$ cat src/rtl/gpio_bank_pkg.sv
package gpio_bank_pkg;
  // Register groups inside one window; the encoding is the address field value.
  typedef enum logic [1:0] {
    GRP_SEL = 2'd0,
    GRP_ENA = 2'd1,
    GRP_LVL = 2'd2,
    GRP_INP = 2'd3
  } grp_e;

  typedef struct packed {
    logic hit;     // aligned and inside a window
    logic masked;  // inside the bit-masked window
    grp_e grp;
  } dec_t;
endpackage

$ cat src/rtl/gpio_addr_decode.sv
module gpio_addr_decode
  import gpio_bank_pkg::*;
#(
  parameter int ADDR_W    = 12,
  parameter int PORTS     = 4,
  parameter int UPPER_OFS = 'h80
) (
  input  logic [ADDR_W-1:0]          addr,
  output dec_t                       dec,
  output logic [$clog2(PORTS)-1:0]   port_idx
);
  localparam int PIDX_W = $clog2(PORTS);
  localparam int SPAN   = 4 * PORTS * 4;  // four groups of PORTS words
  localparam logic [ADDR_W-1:0] UP_A   = ADDR_W'(UPPER_OFS);
  localparam logic [ADDR_W-1:0] SPAN_A = ADDR_W'(SPAN);

  logic              in_plain, in_mask;
  logic [ADDR_W-1:0] rel;

  always_comb begin
    in_plain   = addr < SPAN_A;
    in_mask    = (addr >= UP_A) && (addr < UP_A + SPAN_A);
    rel        = in_mask ? (addr - UP_A) : addr;
    dec.hit    = (in_plain || in_mask) && (rel[1:0] == 2'b00);
    dec.masked = in_mask;
    dec.grp    = grp_e'(rel[PIDX_W+3:PIDX_W+2]);
    port_idx   = rel[PIDX_W+1:2];
  end
endmodule

$ cat src/rtl/gpio_port_regs.sv
module gpio_port_regs
  import gpio_bank_pkg::*;
#(
  parameter int W = 8
) (
  input  logic         clk,
  input  logic         rst_n,
  input  logic         wr_en,
  input  grp_e         grp,
  input  logic         masked,
  input  logic [2*W-1:0] wdata,
  output logic [W-1:0] sel_q,
  output logic [W-1:0] ena_q,
  output logic [W-1:0] lvl_q
);
  logic [W-1:0] bit_en;
  logic [W-1:0] nval;

  // Plain writes enable every bit; masked writes take the upper field.
  assign bit_en = masked ? wdata[2*W-1:W] : {W{1'b1}};
  assign nval   = wdata[W-1:0];

  function automatic logic [W-1:0] merge(input logic [W-1:0] old,
                                         input logic [W-1:0] en,
                                         input logic [W-1:0] v);
    return (old & ~en) | (v & en);
  endfunction

  always_ff @(posedge clk or negedge rst_n) begin
    if (!rst_n) begin
      sel_q <= '0;
      ena_q <= '0;
      lvl_q <= '0;
    end else if (wr_en) begin
      case (grp)
        GRP_SEL: sel_q <= merge(sel_q, bit_en, nval);
        GRP_ENA: ena_q <= merge(ena_q, bit_en, nval);
        GRP_LVL: lvl_q <= merge(lvl_q, bit_en, nval);
        default: ;
      endcase
    end
  end
endmodule

$ cat src/rtl/gpio_in_sync.sv
module gpio_in_sync #(
  parameter int W = 32
) (
  input  logic         clk,
  input  logic         rst_n,
  input  logic [W-1:0] d,
  output logic [W-1:0] q
);
  logic [W-1:0] stage1;

  always_ff @(posedge clk or negedge rst_n) begin
    if (!rst_n) begin
      stage1 <= '0;
      q      <= '0;
    end else begin
      stage1 <= d;
      q      <= stage1;
    end
  end
endmodule

$ cat src/rtl/gpio_bank_regs.sv
module gpio_bank_regs
  import gpio_bank_pkg::*;
#(
  parameter int ADDR_W    = 12,
  parameter int DATA_W    = 32,
  parameter int PORTS     = 4,   // power of two
  parameter int PIN_W     = 8,   // 2*PIN_W must fit in DATA_W
  parameter int UPPER_OFS = 'h80 // at or above the plain window, word aligned
) (
  input  logic                     clk,
  input  logic                     rst_n,
  input  logic                     bus_req,
  input  logic                     bus_we,
  input  logic [ADDR_W-1:0]        bus_addr,
  input  logic [DATA_W-1:0]        bus_wdata,
  output logic                     bus_rvalid,
  output logic [DATA_W-1:0]        bus_rdata,
  input  logic [PORTS*PIN_W-1:0]   pin_in,
  output logic [PORTS*PIN_W-1:0]   pin_out,
  output logic [PORTS*PIN_W-1:0]   pin_oe,
  output logic [PORTS*PIN_W-1:0]   pin_cfg
);
  localparam int NPINS  = PORTS * PIN_W;
  localparam int PIDX_W = $clog2(PORTS);

  dec_t              dec;
  logic [PIDX_W-1:0] port_idx;
  logic [NPINS-1:0]  in_sync;
  logic              wr_ok;
  logic [PIN_W-1:0]  sel_a [PORTS];
  logic [PIN_W-1:0]  ena_a [PORTS];
  logic [PIN_W-1:0]  lvl_a [PORTS];
  logic [PIN_W-1:0]  inp_a [PORTS];
  logic [PIN_W-1:0]  rd_val;

  gpio_addr_decode #(
    .ADDR_W(ADDR_W), .PORTS(PORTS), .UPPER_OFS(UPPER_OFS)
  ) u_dec (
    .addr(bus_addr), .dec(dec), .port_idx(port_idx)
  );

  gpio_in_sync #(.W(NPINS)) u_sync (
    .clk(clk), .rst_n(rst_n), .d(pin_in), .q(in_sync)
  );

  assign wr_ok = bus_req && bus_we && dec.hit && (dec.grp != GRP_INP);

  for (genvar p = 0; p < PORTS; p++) begin : g_port
    gpio_port_regs #(.W(PIN_W)) u_regs (
      .clk   (clk),
      .rst_n (rst_n),
      .wr_en (wr_ok && (port_idx == PIDX_W'(p))),
      .grp   (dec.grp),
      .masked(dec.masked),
      .wdata (bus_wdata[2*PIN_W-1:0]),
      .sel_q (sel_a[p]),
      .ena_q (ena_a[p]),
      .lvl_q (lvl_a[p])
    );
    assign inp_a[p]                    = in_sync[p*PIN_W +: PIN_W];
    assign pin_cfg[p*PIN_W +: PIN_W]   = sel_a[p];
    assign pin_oe[p*PIN_W +: PIN_W]    = ena_a[p];
    assign pin_out[p*PIN_W +: PIN_W]   = lvl_a[p];
  end

  always_comb begin
    rd_val = '0;
    if (dec.hit) begin
      case (dec.grp)
        GRP_SEL: rd_val = sel_a[port_idx];
        GRP_ENA: rd_val = ena_a[port_idx];
        GRP_LVL: rd_val = lvl_a[port_idx];
        GRP_INP: rd_val = dec.masked ? '0 : inp_a[port_idx];
        default: rd_val = '0;
      endcase
    end
  end

  always_ff @(posedge clk or negedge rst_n) begin
    if (!rst_n) begin
      bus_rvalid <= 1'b0;
      bus_rdata  <= '0;
    end else begin
      bus_rvalid <= bus_req && !bus_we;
      if (bus_req && !bus_we)
        bus_rdata <= {{(DATA_W-PIN_W){1'b0}}, rd_val};
    end
  end
endmodule

$ cat config.mk
export PLATFORM = sky130hd
export DESIGN_NAME = gpio_bank_regs
export DESIGN_NICKNAME = d
export VERILOG_FILES = /design/src/rtl/gpio_bank_pkg.sv /design/src/rtl/gpio_addr_decode.sv /design/src/rtl/gpio_port_regs.sv /design/src/rtl/gpio_in_sync.sv /design/src/rtl/gpio_bank_regs.sv
export SDC_FILE = /design/constraint.sdc
export NUM_CORES = 1
export LEC_CHECK = 0
export ABC_AREA = 0
export CORE_MARGIN = 8
export CORE_UTILIZATION = 55
export DETAILED_ROUTE_END_ITERATION = 6
export DONT_BUFFER_PORTS = 1
export GPL_ROUTABILITY_DRIVEN = 1
export HOLD_SLACK_MARGIN = 0.02
export PLACE_DENSITY = 0.78
export SYNTH_ARGS = -nofsm -noshare
export SYNTH_HDL_FRONTEND = slang
export SYNTH_HIERARCHICAL = 1
export SYNTH_SLANG_ARGS = --single-unit
$ cat constraint.sdc
create_clock -name clk -period 2.69 [get_ports clk]
set_input_delay 0.538 -clock clk [delete_from_list [all_inputs] [get_ports clk]]
set_output_delay 0.538 -clock clk [all_outputs]
set_load 0.03 [all_outputs]
==> impl_metrics.toml <==
[run_status]
status = "complete, but fails checks"
violations = "hold timing"

[setup_path]
worst_ep_arrival_time_ns = 2.46
crit_required_ns = 3.00
critical_path.max_fanout = 8
path_class = "in2reg"
end_kind = "flop"
crit_path_start_kind = "input pin"

[final_layout]
area_delta_synth_final_pct = 8.06
fin_nets = 694
num_antenna_cells = 0
finish.utilization = 0.602
drive_gt1_frac = 0.250

[clocking]
ctsResizeCount = 0
max-clock-path-buffers = 2
cts_setup_buffers = 0
htreeDepth = 4
cts_tree = "yes"
clk_pin_slew_ns = 0.07
clk_latency_ns = 0.42
numCtsBuffers = 17
cts-root-buf = "clkbuf_16"
cts.sinks = 169

[global_route]
grt_use_total = 0.216
grt_use_met1 = 0.257
grt_max_degree = 170
grt_pass1_wl_um = 29100
grt_pass1_vias = 4861
top_usage_layer = "met2"
antenna_found_initial = 0
grt_util_met3 = 0.0905
grt_overflow = 0
gr-usage-met2 = 0.337

[floorplan]
die_area_um2 = 18000
initial_core_util = 0.557
core_area_um2 = 13800
pin_count = 209
num_rows = 43
die_y_um = 134
dieWidth_um = 134

[routing]
drcViolationCount = 0
firstDrtPassIters = 4
drt_iter0_markers = 301
postRouteAntennaNets = 0
dr_total_vias = 4774
drt-total-wl_um = 19600
vias_per_cell = 5.92
wire_per_inst_um = 24.2

[sta]
post-route-period-util = 0.800
rsz0062_at_grt = "false"
clock.fmax_ghz = 0.465
fin_tns_setup_ns = 0
fin_skew_ns = 0.00607
drv_slew = 0
finalWorstSetupSlack_ns = 0.539
tightestPinTransition_ns = 0.668
relSlewSlack = 0.553
hold_ws_ns = -0.194
fin_crit_ns = 2.15
finalHoldViolCount = 169
finalSetupViolCount = 0

[synthesis]
syn_avg_cell_area_um2 = 12.5
synth_seq_cells = 169
synth-edff-count = 0
synthCells = 616
async_flop_share = 1.00
synthDistinctLibCells = 34
yosysWarnings = 6
synth_area_um2 = 7670
yosysSeqAreaShare = 0.551
synth_flop_cell = "dfrtp_1"

[place]
io_buffers = 0
hpwl_um = 13600
routabilityCongestion = 0.852
post-place-ws_ns = 0.114

[power]
power_density_nw_per_um2 = 628
max-vdd-ir-drop_mv = 0.529
p_leak_nw = 4.05

[run]
maxCapViolations = 0

[min_path]
hold_class = "in2async"
-- layer usage --
metal | vias up | wire length, um
met1 | 2386 | 7590
li1 | 2094 | -
met4 | 0 | 516
met5 | - | 0
met3 | 40 | 2260
met2 | 254 | 9200
-- cell type report --
type / instances / area, um^2
fill: 1103 / 5480
sequential: 169 / 4230
multi-input combinational: 417 / 3190
clock buffer: 20 / 457
tap: 180 / 225
clock inverter: 12 / 144
timing repair buffer: 3 / 22.5
inverter: 6 / 22.5
-- through the flow --
step | instances | cell area, um^2 | power (mW)
finish | 807 | 8290 | 5.21
floorplan | 639 | 7760 | 2.86
CTS | 807 | 8290 | 5.27
global placement | 775 | 7690 | 2.82
global route | 807 | 8290 | 5.38
detailed placement | 775 | 7690 | 2.83
-- synthesized netlist by cell type, types with 2 or more instances --
library cell / n / area, um^2
a211oi_1: 8 / 60.1
and3_1: 3 / 18.8
buf_1: 3 / 11.3
buf_2: 7 / 35.0
buf_4: 31 / 233
buf_6: 2 / 22.5
clkbuf_1: 4 / 15.0
dfrtp_1: 169 / 4230
inv_1: 6 / 22.5
mux2_2: 96 / 1080
mux2i_1: 40 / 400
mux4_1: 4 / 105
mux4_2: 4 / 90.1
nand2_1: 26 / 97.6
nand2b_1: 3 / 18.8
nand3b_2: 8 / 90.1
nor2_1: 83 / 312
nor2b_1: 40 / 250
nor3_1: 9 / 45.0
nor3b_1: 2 / 15.0
nor3b_4: 4 / 75.1
o21ai_0: 32 / 160
o21ai_1: 7 / 35.0
o22ai_1: 8 / 50.1
o41ai_2: 8 / 130
-- where the power goes --
part	internal, mW	switching (mW)
Combinational	0.0507	0.104
Sequential	2.60	0.0306
Clock	1.43	1.00
-- layout by cell type (no fill, tap or decap), types with 7 or more instances in the layout --
cell type / count
o22ai_1: 8
a211oi_1: 8
nand3b_2: 8
nand2_1: 26
o41ai_2: 8
clkbuf_16: 17
mux2_2: 96
dfrtp_1: 169
o21ai_1: 7
mux2i_1: 40
conb_1: 24
nor3_1: 9
o21ai_0: 32
nor2b_1: 40
nor2_1: 83
-- worst max-delay path, cell delays in order --
cell and delay [ns]:
nor3_2 0.16, and3_1 0.19, nand4_1 0.20, nor3_1 0.42, nor3b_4 0.48, o21ai_0 0.18
mux2_2 0.30
-- final timing paths --
check,endpoint,slack [ns],cells after the start,from
worst max-delay path,flop,0.54,7,bus_addr[6]
worst min-delay path,bus_rvalid,-0.19,0,rst_n
worst max register to register,bus_rdata[1],1.09,4,flop
worst min register to register,u_sync/q[6],0.35,0,u_sync/stage1[6]
max in group asynchronous,async pin,2.57,0,rst_n
min in group clk,u_sync/stage1[1],0.14,0,pin_in[1]
-- kinds of logic after synthesis --
kind of cell,count (synthesis),synth area share
and+or+nand+nor,185,0.128
other,1,0.000489
muxes,144,0.219
buffers and inverters,53,0.0442
DFF,169,0.551
AOI/OAI and AO/OA,64,0.0579
Power figures use the tool's default switching activity.
